$ cat src/rtl/refill_pkg.sv
package refill_pkg;
  typedef enum logic [2:0] {
    ST_IDLE,
    ST_ADDR,
    ST_WAIT,
    ST_XFER,
    ST_DONE
  } refill_state_e;
endpackage

$ cat src/rtl/refill_timer.sv
module refill_timer #(
  parameter int W = 4
) (
  input  logic         clk_i,
  input  logic         rst_ni,
  input  logic         load_i,
  input  logic [W-1:0] val_i,
  output logic         zero_o
);
  logic [W-1:0] cnt_q;

  always_ff @(posedge clk_i or negedge rst_ni) begin
    if (!rst_ni)              cnt_q <= '0;
    else if (load_i)          cnt_q <= val_i;
    else if (cnt_q != '0)     cnt_q <= cnt_q - 1'b1;
  end

  assign zero_o = (cnt_q == '0);

  AST_TMR_DOWN: assert property (@(posedge clk_i) disable iff (!rst_ni)
    !$past(load_i) && $past(cnt_q) != '0 |-> cnt_q == $past(cnt_q) - 1'b1);
endmodule

$ cat src/rtl/refill_lat_cnt.sv
module refill_lat_cnt (
  input  logic        clk_i,
  input  logic        rst_ni,
  input  logic        clr_i,
  input  logic        run_i,
  input  logic        cap_i,
  output logic [31:0] last_o
);
  logic [31:0] run_q;

  always_ff @(posedge clk_i or negedge rst_ni) begin
    if (!rst_ni)     run_q <= '0;
    else if (clr_i)  run_q <= 32'd1;
    else if (run_i)  run_q <= run_q + 32'd1;
  end

  // captures the count of cycles up to and including the last word
  always_ff @(posedge clk_i or negedge rst_ni) begin
    if (!rst_ni)     last_o <= '0;
    else if (cap_i)  last_o <= run_q;
  end

  AST_LAT_ONLY_ON_CAP: assert property (@(posedge clk_i) disable iff (!rst_ni)
    !$stable(last_o) |-> $past(cap_i));
endmodule

$ cat src/rtl/refill_word_mux.sv
module refill_word_mux #(
  parameter int BANKS  = 4,
  parameter int DATA_W = 32,
  parameter int SEL_W  = 2
) (
  input  logic [BANKS*DATA_W-1:0] rdata_i,
  input  logic [SEL_W-1:0]        sel_i,
  output logic [DATA_W-1:0]       word_o
);
  logic [DATA_W-1:0] lane [BANKS];

  for (genvar b = 0; b < BANKS; b++) begin : g_lane
    assign lane[b] = rdata_i[b*DATA_W +: DATA_W];
  end

  always_comb begin
    word_o = lane[0];
    for (int b = 1; b < BANKS; b++)
      if (int'(sel_i) == b) word_o = lane[b];
  end
endmodule

$ cat src/rtl/refill_seq.sv
module refill_seq
  import refill_pkg::*;
#(
  parameter int WORDS      = 4,
  parameter int DATA_W     = 32,
  parameter int BLK_AW     = 26,
  parameter int ADDR_CYC   = 1,
  parameter int ACCESS_LAT = 15,
  parameter bit INTERLEAVE = 1'b1,
  localparam int BANKS     = INTERLEAVE ? WORDS : 1,
  localparam int IDX_W     = (WORDS > 1) ? $clog2(WORDS) : 1,
  localparam int MEM_AW    = INTERLEAVE ? BLK_AW : BLK_AW + IDX_W
) (
  input  logic                    clk_i,
  input  logic                    rst_ni,
  input  logic                    start_i,
  input  logic [BLK_AW-1:0]       blk_addr_i,
  output logic                    busy_o,
  output logic [MEM_AW-1:0]       mem_addr_o,
  output logic                    mem_addr_vld_o,
  output logic [BANKS-1:0]        mem_req_o,
  input  logic [BANKS*DATA_W-1:0] mem_rdata_i,
  output logic [DATA_W-1:0]       word_o,
  output logic [IDX_W-1:0]        word_idx_o,
  output logic                    word_vld_o,
  output logic                    done_o,
  output logic [31:0]             last_lat_o
);
  localparam int TMR_MAX = (ADDR_CYC > ACCESS_LAT) ? ADDR_CYC : ACCESS_LAT;
  localparam int TMR_W   = $clog2(TMR_MAX + 1);
  localparam int SEL_W   = (BANKS > 1) ? $clog2(BANKS) : 1;
  localparam logic [TMR_W-1:0] ADDR_LD = TMR_W'(ADDR_CYC - 1);
  localparam logic [TMR_W-1:0] WAIT_LD = TMR_W'(ACCESS_LAT - 1);
  localparam logic [IDX_W-1:0] LAST_W  = IDX_W'(WORDS - 1);

  refill_state_e     st_q, st_d;
  logic [BLK_AW-1:0] blk_q;
  logic [IDX_W-1:0]  wcnt_q;
  logic              req_q;
  logic              accept, tmr_zero, tmr_load, enter_wait, wcnt_inc, last_word;
  logic [TMR_W-1:0]  tmr_val;
  logic [SEL_W-1:0]  sel;

  assign accept    = (st_q == ST_IDLE) && start_i;
  assign last_word = (st_q == ST_XFER) && (wcnt_q == LAST_W);

  always_comb begin
    st_d       = st_q;
    tmr_load   = 1'b0;
    tmr_val    = '0;
    enter_wait = 1'b0;
    wcnt_inc   = 1'b0;
    unique case (st_q)
      ST_IDLE: if (start_i) begin
        st_d     = ST_ADDR;
        tmr_load = 1'b1;
        tmr_val  = ADDR_LD;
      end
      ST_ADDR: if (tmr_zero) begin
        st_d       = ST_WAIT;
        tmr_load   = 1'b1;
        tmr_val    = WAIT_LD;
        enter_wait = 1'b1;
      end
      ST_WAIT: if (tmr_zero) st_d = ST_XFER;
      ST_XFER: begin
        if (last_word) st_d = ST_DONE;
        else begin
          wcnt_inc = 1'b1;
          if (!INTERLEAVE) begin
            st_d       = ST_WAIT;
            tmr_load   = 1'b1;
            tmr_val    = WAIT_LD;
            enter_wait = 1'b1;
          end
        end
      end
      ST_DONE: st_d = ST_IDLE;
      default: st_d = ST_IDLE;
    endcase
  end

  always_ff @(posedge clk_i or negedge rst_ni) begin
    if (!rst_ni) begin
      st_q   <= ST_IDLE;
      blk_q  <= '0;
      wcnt_q <= '0;
      req_q  <= 1'b0;
    end else begin
      st_q  <= st_d;
      req_q <= enter_wait;
      if (accept) begin
        blk_q  <= blk_addr_i;
        wcnt_q <= '0;
      end else if (wcnt_inc) begin
        wcnt_q <= wcnt_q + 1'b1;
      end
    end
  end

  refill_timer #(.W(TMR_W)) u_timer (
    .clk_i  (clk_i),
    .rst_ni (rst_ni),
    .load_i (tmr_load),
    .val_i  (tmr_val),
    .zero_o (tmr_zero)
  );

  refill_lat_cnt u_lat (
    .clk_i  (clk_i),
    .rst_ni (rst_ni),
    .clr_i  (accept),
    .run_i  (st_q != ST_IDLE),
    .cap_i  (last_word),
    .last_o (last_lat_o)
  );

  if (INTERLEAVE) begin : g_banked
    assign mem_addr_o = blk_q;
    assign sel        = SEL_W'(wcnt_q);
  end else begin : g_single
    assign mem_addr_o = {blk_q, wcnt_q};
    assign sel        = '0;
  end

  refill_word_mux #(.BANKS(BANKS), .DATA_W(DATA_W), .SEL_W(SEL_W)) u_mux (
    .rdata_i (mem_rdata_i),
    .sel_i   (sel),
    .word_o  (word_o)
  );

  assign busy_o         = (st_q != ST_IDLE);
  assign mem_addr_vld_o = (st_q == ST_ADDR);
  assign mem_req_o      = {BANKS{req_q}};
  assign word_vld_o     = (st_q == ST_XFER);
  assign word_idx_o     = wcnt_q;
  assign done_o         = (st_q == ST_DONE);

  AST_REQ_IN_WAIT: assert property (@(posedge clk_i) disable iff (!rst_ni)
    mem_req_o != '0 |-> st_q == ST_WAIT && $past(st_q) != ST_WAIT);
  AST_DONE_PULSE: assert property (@(posedge clk_i) disable iff (!rst_ni)
    done_o |=> !done_o && !busy_o);
  AST_IDX_STEP: assert property (@(posedge clk_i) disable iff (!rst_ni)
    word_vld_o && $past(word_vld_o) |-> word_idx_o == $past(word_idx_o) + 1'b1);
  AST_START_IGNORED: assert property (@(posedge clk_i) disable iff (!rst_ni)
    busy_o && start_i |=> $stable(blk_q));
  AST_DONE_AFTER_LAST: assert property (@(posedge clk_i) disable iff (!rst_ni)
    done_o |-> $past(word_vld_o) && $past(word_idx_o) == LAST_W);
endmodule

$ cat config.mk
export PLATFORM = sky130hd
export DESIGN_NAME = refill_seq
export DESIGN_NICKNAME = d
export VERILOG_FILES = /design/src/rtl/refill_pkg.sv /design/src/rtl/refill_timer.sv /design/src/rtl/refill_lat_cnt.sv /design/src/rtl/refill_word_mux.sv /design/src/rtl/refill_seq.sv
export SDC_FILE = /design/constraint.sdc
export NUM_CORES = 1
export LEC_CHECK = 0
export ABC_AREA = 0
export BUFFER_PORTS_ARGS = -buffer_cell sky130_fd_sc_hd__buf_2
export CAP_MARGIN = 20
export CORE_ASPECT_RATIO = 1.75
export CORE_UTILIZATION = 47
export DETAILED_ROUTE_END_ITERATION = 8
export PLACE_DENSITY = 0.81
export SKIP_LAST_GASP = 1
export SYNTH_ARGS = -nofsm -noshare
export SYNTH_HDL_FRONTEND = slang
export SYNTH_SLANG_ARGS = --single-unit
$ cat constraint.sdc
create_clock -name clk_i -period 1.96 [get_ports clk_i]
set_input_delay 0.392 -clock clk_i [delete_from_list [all_inputs] [get_ports clk_i]]
set_output_delay 0.392 -clock clk_i [all_outputs]
set_load 0.02 [all_outputs]
==> results of run 1 <==
## metrics by stage
step                hold WS (ps)  setup slack [ps]  cell area [um2]    util
floorplan                  96.41            -28.19             5497       -
global placement           369.2             13.50             7023  0.6325
detailed placement         370.9             2.495             7023  0.6325
CTS                        221.6            -286.9             7625  0.6867
global route               231.1            -412.0             7774  0.7001
finish                     228.7            -373.1             7774  0.7001
## routing by layer
metal	routed length (um)	vias up	track usage
li1	-	2561	-
met1	6152	2579	0.2903
met2	9612	224	0.5207
met3	1570	49	0.09333
met4	848	0	0.1833
met5	0	-	0
## path summary, 6_finish.rpt
| path | from | endpoint | slack, ps | cells after the start |
|---|---|---|---|---|
| worst max-delay path | word_idx_o[0]$_DFFE_PN0P_ | word_o[17] | -370 | 8 |
| worst min-delay path | blk_addr_i[4] | mem_addr_o[4]$_DFFE_PN0N_ | 230 | 3 |
| worst max register to register | word_idx_o[0]$_DFFE_PN0P_ | u_lat.last_o[18]$_DFFE_PN0P_ | 150 | 6 |
| worst min register to register | mem_addr_o[5]$_DFFE_PN0N_ | mem_addr_o[5]$_DFFE_PN0N_ | 470 | 2 |
| max in group asynchronous | rst_ni | mem_addr_o[25]$_DFFE_PN0N_ | 850 | 3 |
| min in group asynchronous | rst_ni | u_lat.last_o[27]$_DFFE_PN0P_ | 540 | 2 |
## sequential cells by signal, summed over array words and instances, names as in the netlist
name and count:
u_timer.cnt_q 4, mem_addr_o 26, u_lat.last_o 32, word_idx_o 2
req_q 1, st_q 3, u_lat.run_q 32
## cell type report
class                   instances  area, um2
diodes                          3      7.507
fillers                       867       3329
well taps                     132      165.2
multi-input cells             443       2963
inverters                       7      26.28
flip-flops and latches        100       2505
clock buffers                   9      225.2
clock inverters                 7      91.34
repair buffers                289       1790
## layout by cell type, fill, tap and decap left out, types with 5 or more instances in the layout
cell       synthesis  layout
nand2_1          155     155
mux2i_1           57      51
mux2i_2            0       5
inv_1              6       5
o21ai_2            0      32
buf_12             0       9
buf_4              4      26
dfrtp_1          100      98
buf_6              0      15
a21oi_2            0      14
nand4_1           17      17
nor3_1             5       5
a21oi_1           37      21
nor2_2             1      15
nor2_1            48      34
clkbuf_16          0       9
buf_2             12     236
mux2_2            32      32
nand3_1            9       9
## tightest hold or removal path, stage by stage
cell and delay (ps):
buf_2 70, nand2_1 40, nand2_1 40
## where the power goes
| part | internal [mW] | switching (mW) |
|---|---|---|
| logic | 3.00 | 4.29 |
| clock network | 1.02 | 0.845 |
| registers | 2.74 | 0.491 |
| total | 6.76 | 5.63 |
## cells by family after synthesis
logic type,after synthesis
XOR/XNOR,4
AND/OR/NAND/NOR,262
AO/OA/AOI/OAI,83
flip-flops,100
adder cells (fa/ha/maj),5
buffers and inverters,46
multiplexers,89
## what timing repair did
| item | CTS | global route |
|---|---|---|
| pin swaps | 2 | 11 |
| hold buffers | 1 | 0 |
| setup endpoints to repair | 33 | 50 |
| buffers inserted | 5 | 2 |
| cloned | 4 | 0 |
| hold endpoints to repair | 5 | 0 |
| resized for setup | 27 | 55 |
==> results.txt, run 1 <==
Crit path kind -> flip-flop to output pin
I/O pin cnt -> 257
Starting Density -> 0.4832
CTS tree -> done
HPWL Detailed -> 12860 um
Clock skew -> 8.415 ps
Mux cell area share after synthesis -> 0.1735
Sinks on the clock net -> 100
Adder-cell share of the synthesized area -> 0.01166
Antenna viol nets, final -> 0
Routed WL per cell -> 18.37 um
First-pass GRT wire length -> 25610 um
Nets -> 1012
Syn Inst Count -> 589
Top_reg_cell synth -> dfrtp_1
Crit. End Element -> output pin
Vias in the first global route -> 5129
Tot Pwr -> 12.39 mW
Power Density -> 1594 mW/mm2
H-tree levels -> 3
Worst path arrival time -> 1940 ps
Dominant cells by area after synthesis -> dfrtp_1 (47%), nand2_1 (11%), mux2i_1 (11%)
Post-Syn Nets -> 751
Number of synthesized flops with an enable pin -> 0
Final Max Tran Viols -> 0
Die Y-Extent -> 143.3 um
Num CTS Buffers -> 9
Die area -> 0.01186 mm2
Dominant delay contributor by cell family on the critical path -> flip-flops
# DRC -> 0
Rel. slew slack -> 0.6314
Via count -> 5413
Synth Cell Area -> 0.005365 mm2
DR iter-0 viols -> 278
Initial antenna violation count -> 3
Commonest cells in the netlist -> nand2_1 (155), dfrtp_1 (100), mux2i_1 (57)
Crit-path max FO -> 6
Yosys top cell by area -> dfrtp_1
Largest family of logic cells by synthesized area -> simple AND/OR/NAND/NOR gates
Clock buffer depth -> 2
WL final -> 18180 um
Min cycle time layout -> 2333 ps
Failing checks -> negative setup slack
First-pass DRT Iterations -> 4
F_max -> 428.6 MHz
Period Utilization, post-route -> 1.190
Sum Neg Setup Slack -> -8077 ps
Slowest stage delay, CP -> 440 ps
Hold Vio Cnt, Final -> 0
CP Buf/Inv Count -> 3
RSZ-0062 raised after global routing -> yes
Yosys warnings -> 0
Post-Synth Simple-Gate Area -> 0.2206
Worst Max-Slew Pin Slew -> 552.3 ps
Via/cell ratio -> 5.468
Num rows -> 51
Most frequent cell after synthesis -> nand2_1
GRT overflow -> 0
Clock Latency Late Sink -> 350 ps
Post-synth ARST share -> 1.000
Max-cap violations -> 0
Synth top area share -> 0.4664
Setup slack after layout -> -373.1 ps
Leak -> 4.079 nW
Port bufs -> 256
Clock slew at reported path FFs -> 80 ps
Global Route Usage Sum -> 0.2962
Xor and xnor area share after synthesis -> 0.006530
Slowest CP cell -> dfrtp_2
Outcome -> finished with violations
CTS root buffer -> clkbuf_16
Setup violators final -> 32
Worst min path class -> input port to flip-flop
Peak supply drop -> 1115 uV
Compound-cell area share of the yosys netlist -> 0.08349
Core ar. -> 0.01110 mm2
Dpl cells -> 961
Share of layout cells above drive strength 1 -> 0.4889
Post-synthesis sequential area ratio -> 0.4664
Cell variety after synth -> 44
Pin count of the biggest net entering global routing -> 52
Post-route insts no fill -> 990
Die X -> 82.77 um
Startpoint Class -> flip-flop
Post-synthesis register bit count -> 100
Syn_area_per_cell -> 9.109 um2
Gpl congestion -> 0.9318
Worst Path Required -> 1570 ps
Layout area overhead -> 44.89%
CP cell instances -> ha_4 > buf_12 > buf_16 > mux2i_2 > nor2_2 > a21oi_2 > o21ai_2 > buf_6
Note: power is estimated with default switching activity, not from simulation.
==> inputs of run 2 (changes only) <==
--- a/config.mk
+++ b/config.mk
@@ -9,9 +9,12 @@
 export BUFFER_PORTS_ARGS = -buffer_cell sky130_fd_sc_hd__buf_2
 export CAP_MARGIN = 20
 export CORE_ASPECT_RATIO = 1.75
+export CORE_MARGIN = 2
 export CORE_UTILIZATION = 47
+export CTS_CLUSTER_DIAMETER = 200
 export DETAILED_ROUTE_END_ITERATION = 8
 export PLACE_DENSITY = 0.81
+export SETUP_SLACK_MARGIN = 0.5
 export SKIP_LAST_GASP = 1
 export SYNTH_ARGS = -nofsm -noshare
 export SYNTH_HDL_FRONTEND = slang
==> run 2 against run 1 <==
The flow still finishes with violations (negative setup slack). Clock skew increased by 6.5 ps. Via count increased by 21%. Combinational power increased by 37%. Hold slack got worse by 8.6 ps. Clock power increased by 16%. Register-to-register slack got worse by 120 ps. Final cell count increased by 8.3%. Largest cell class unchanged.
==> results.txt, run 2 (synthesized netlist as in run 1, its figures left out) <==
Initial antenna violation count -> 0
Setup violators final -> 32
Pint -> 8.441 mW
Commonest non-fill, non-tap cell in the layout -> buf_2
Sw Pwr -> 7.178 mW
First-pass GRT wire length -> 35230 um
Clock slew at reported path FFs -> 90 ps
WL final -> 28030 um
Core ar. -> 0.01110 mm2
Worst path arrival time -> 1900 ps
Net Sw Frac -> 0.4596
HPWL Detailed -> 13350 um
Global Route Usage Sum -> 0.3733
Hold Path End -> mem_addr_o[12]$_DFFE_PN0N_
Crit path kind -> flip-flop to output pin
# DRC -> 0
Crit. End Element -> output pin
Cell mode on critical path -> buf_4
Crit path depth -> 7
Tot Pwr -> 15.62 mW
Dominant delay contributor by cell family on the critical path -> buffers and inverters
Combinational share of power -> 0.641
Port bufs -> 256
DR iter-0 viols -> 496
Worst Max-Slew Pin Slew -> 430.0 ps
Peak supply drop -> 1212 uV
R2r setup slk -> 30 ps
Worst r2r src -> word_idx_o[0]$_DFFE_PN0P_
Reg-to-Reg End -> u_lat.last_o[31]$_DFFE_PN0P_
Worst Hold Depth -> 3
I/O pin cnt -> 257
Vias in the first global route -> 6212
Antenna viol nets, final -> 0
R2r worst-path depth -> 8
Diode count -> 0
Via/cell ratio -> 6.134
Num rows -> 51
Fillers -> 519
Starting Density -> 0.4832
Min cycle time layout -> 2292 ps
Pin count of the biggest net entering global routing -> 43
Startpoint Class -> flip-flop
Rel. slew slack -> 0.7107
Num CTS Buffers -> 9
Failing checks -> negative setup slack
Worst Path Required -> 1570 ps
Die X -> 84.77 um
Reg power frac -> 0.220
Slowest stage delay, CP -> 410 ps
Sinks on the clock net -> 100
F_max -> 436.4 MHz
Outcome -> finished with violations
Most frequent cells in the layout -> buf_2 (243), dfrtp_1 (85), buf_4 (62), nand2_1 (55), nand2_4 (51)
Max-cap violations -> 0
Final Max Tran Viols -> 0
Hold Vio Cnt, Final -> 0
CP Buf/Inv Count -> 3
Power Density -> 1618 mW/mm2
CP cell instances -> buf_4 > ha_4 > buf_12 > nor2_1 > a21oi_2 > o21ai_2 > buf_4
Setup slack after layout -> -331.6 ps
Routed WL per cell -> 26.15 um
Clock buffer depth -> 2
Clock Latency Late Sink -> 370 ps
Clock skew -> 14.96 ps
Worst min path class -> input port to flip-flop
Leak -> 5.003 nW
First-pass DRT Iterations -> 5
Worst Setup SP -> word_idx_o[1]$_DFFE_PN0P_
Slowest CP cell -> dfrtp_2
Die area -> 0.01232 mm2
Die Y-Extent -> 145.3 um
GRT overflow -> 0
CTS root buffer -> clkbuf_16
Clock share of power -> 0.139
Period Utilization, post-route -> 1.169
Crit-path max FO -> 22
Via count -> 6576
Layout area overhead -> 79.94%
Nets -> 1097
H-tree levels -> 3
RSZ-0062 raised after global routing -> yes
Share of layout cells above drive strength 1 -> 0.6755
Gpl congestion -> 0.9634
WHS -> 220.2 ps
Hold Startpoint -> blk_addr_i[12]
CTS tree -> done
## run 2: power groups by stage
stage | Sequential, mW | Combinational (mW) | Clock, mW
5_1_grt | 3.48 | 10.4 | 2.25
6_report | 3.44 | 10.0 | 2.17
2_1_floorplan | 3.82 | 3.75 | 0
3_3_place_gp | 3.18 | 6.48 | 0
3_5_place_dp | 3.21 | 6.58 | 0
4_1_cts | 3.20 | 8.35 | 2.12
## run 2: repair_timing
action,4_1_cts,5_1_grt
resized for setup,135,155
hold buffers,1,0
endpoints found under the hold margin,22,0
gates cloned,14,2
pin swaps,60,62
buffers inserted,51,20
endpoints found under the setup margin,128,135
## run 2: area by class of cell
cell class	count	area (um2)	area share
tap	132	165.2	0.01711
multi-input combinational	444	3694	0.3826
clock inverter	7	127.6	0.01322
sequential	100	2521	0.2611
timing repair buffer	373	2893	0.2996
clock buffer	9	225.2	0.02333
inverter	7	28.78	0.002981
## run 2: per-stage QoR
step | worst slack, ps | utilization | instance area, um2 | setup TNS [ps] | std cells
2_1_floorplan | 137.2 | - | 5684 | 0 | 589
3_3_place_gp | 65.02 | 0.6481 | 7196 | 0 | 968
3_5_place_dp | 51.93 | 0.6481 | 7196 | 0 | 968
4_1_cts | -267.9 | 0.7963 | 8841 | -7444 | 1050
5_1_grt | -384.2 | 0.8695 | 9654 | -10570 | 1072
6_report | -331.6 | 0.8695 | 9654 | -8020 | 1072
## run 2: worst min-delay path, stage by stage
cell     delay (ps)
buf_2            90
nand2_2          40
nand2_1          40
## run 2: worst max-delay path by stage
| stage | endpoint | slack (ps) |
|---|---|---|
| 2_1_floorplan | word_o[21] | 140 |
| 3_3_place_gp | word_o[1] | 70 |
| 3_5_place_dp | word_o[2] | 50 |
| 4_1_cts | word_o[28] | -270 |
| 5_1_grt | word_o[23] | -380 |
| 6_report | word_o[31] | -330 |
## run 2: metal layers
layer,track usage,wire (um),part of all wire,vias to the layer above
met3,0.1157,3050,0.11,168
li1,-,-,-,2733
met4,0.1810,1891,0.067,0
met5,0,0,0,-
met1,0.3883,8857,0.32,3132
met2,0.6673,14230,0.51,543
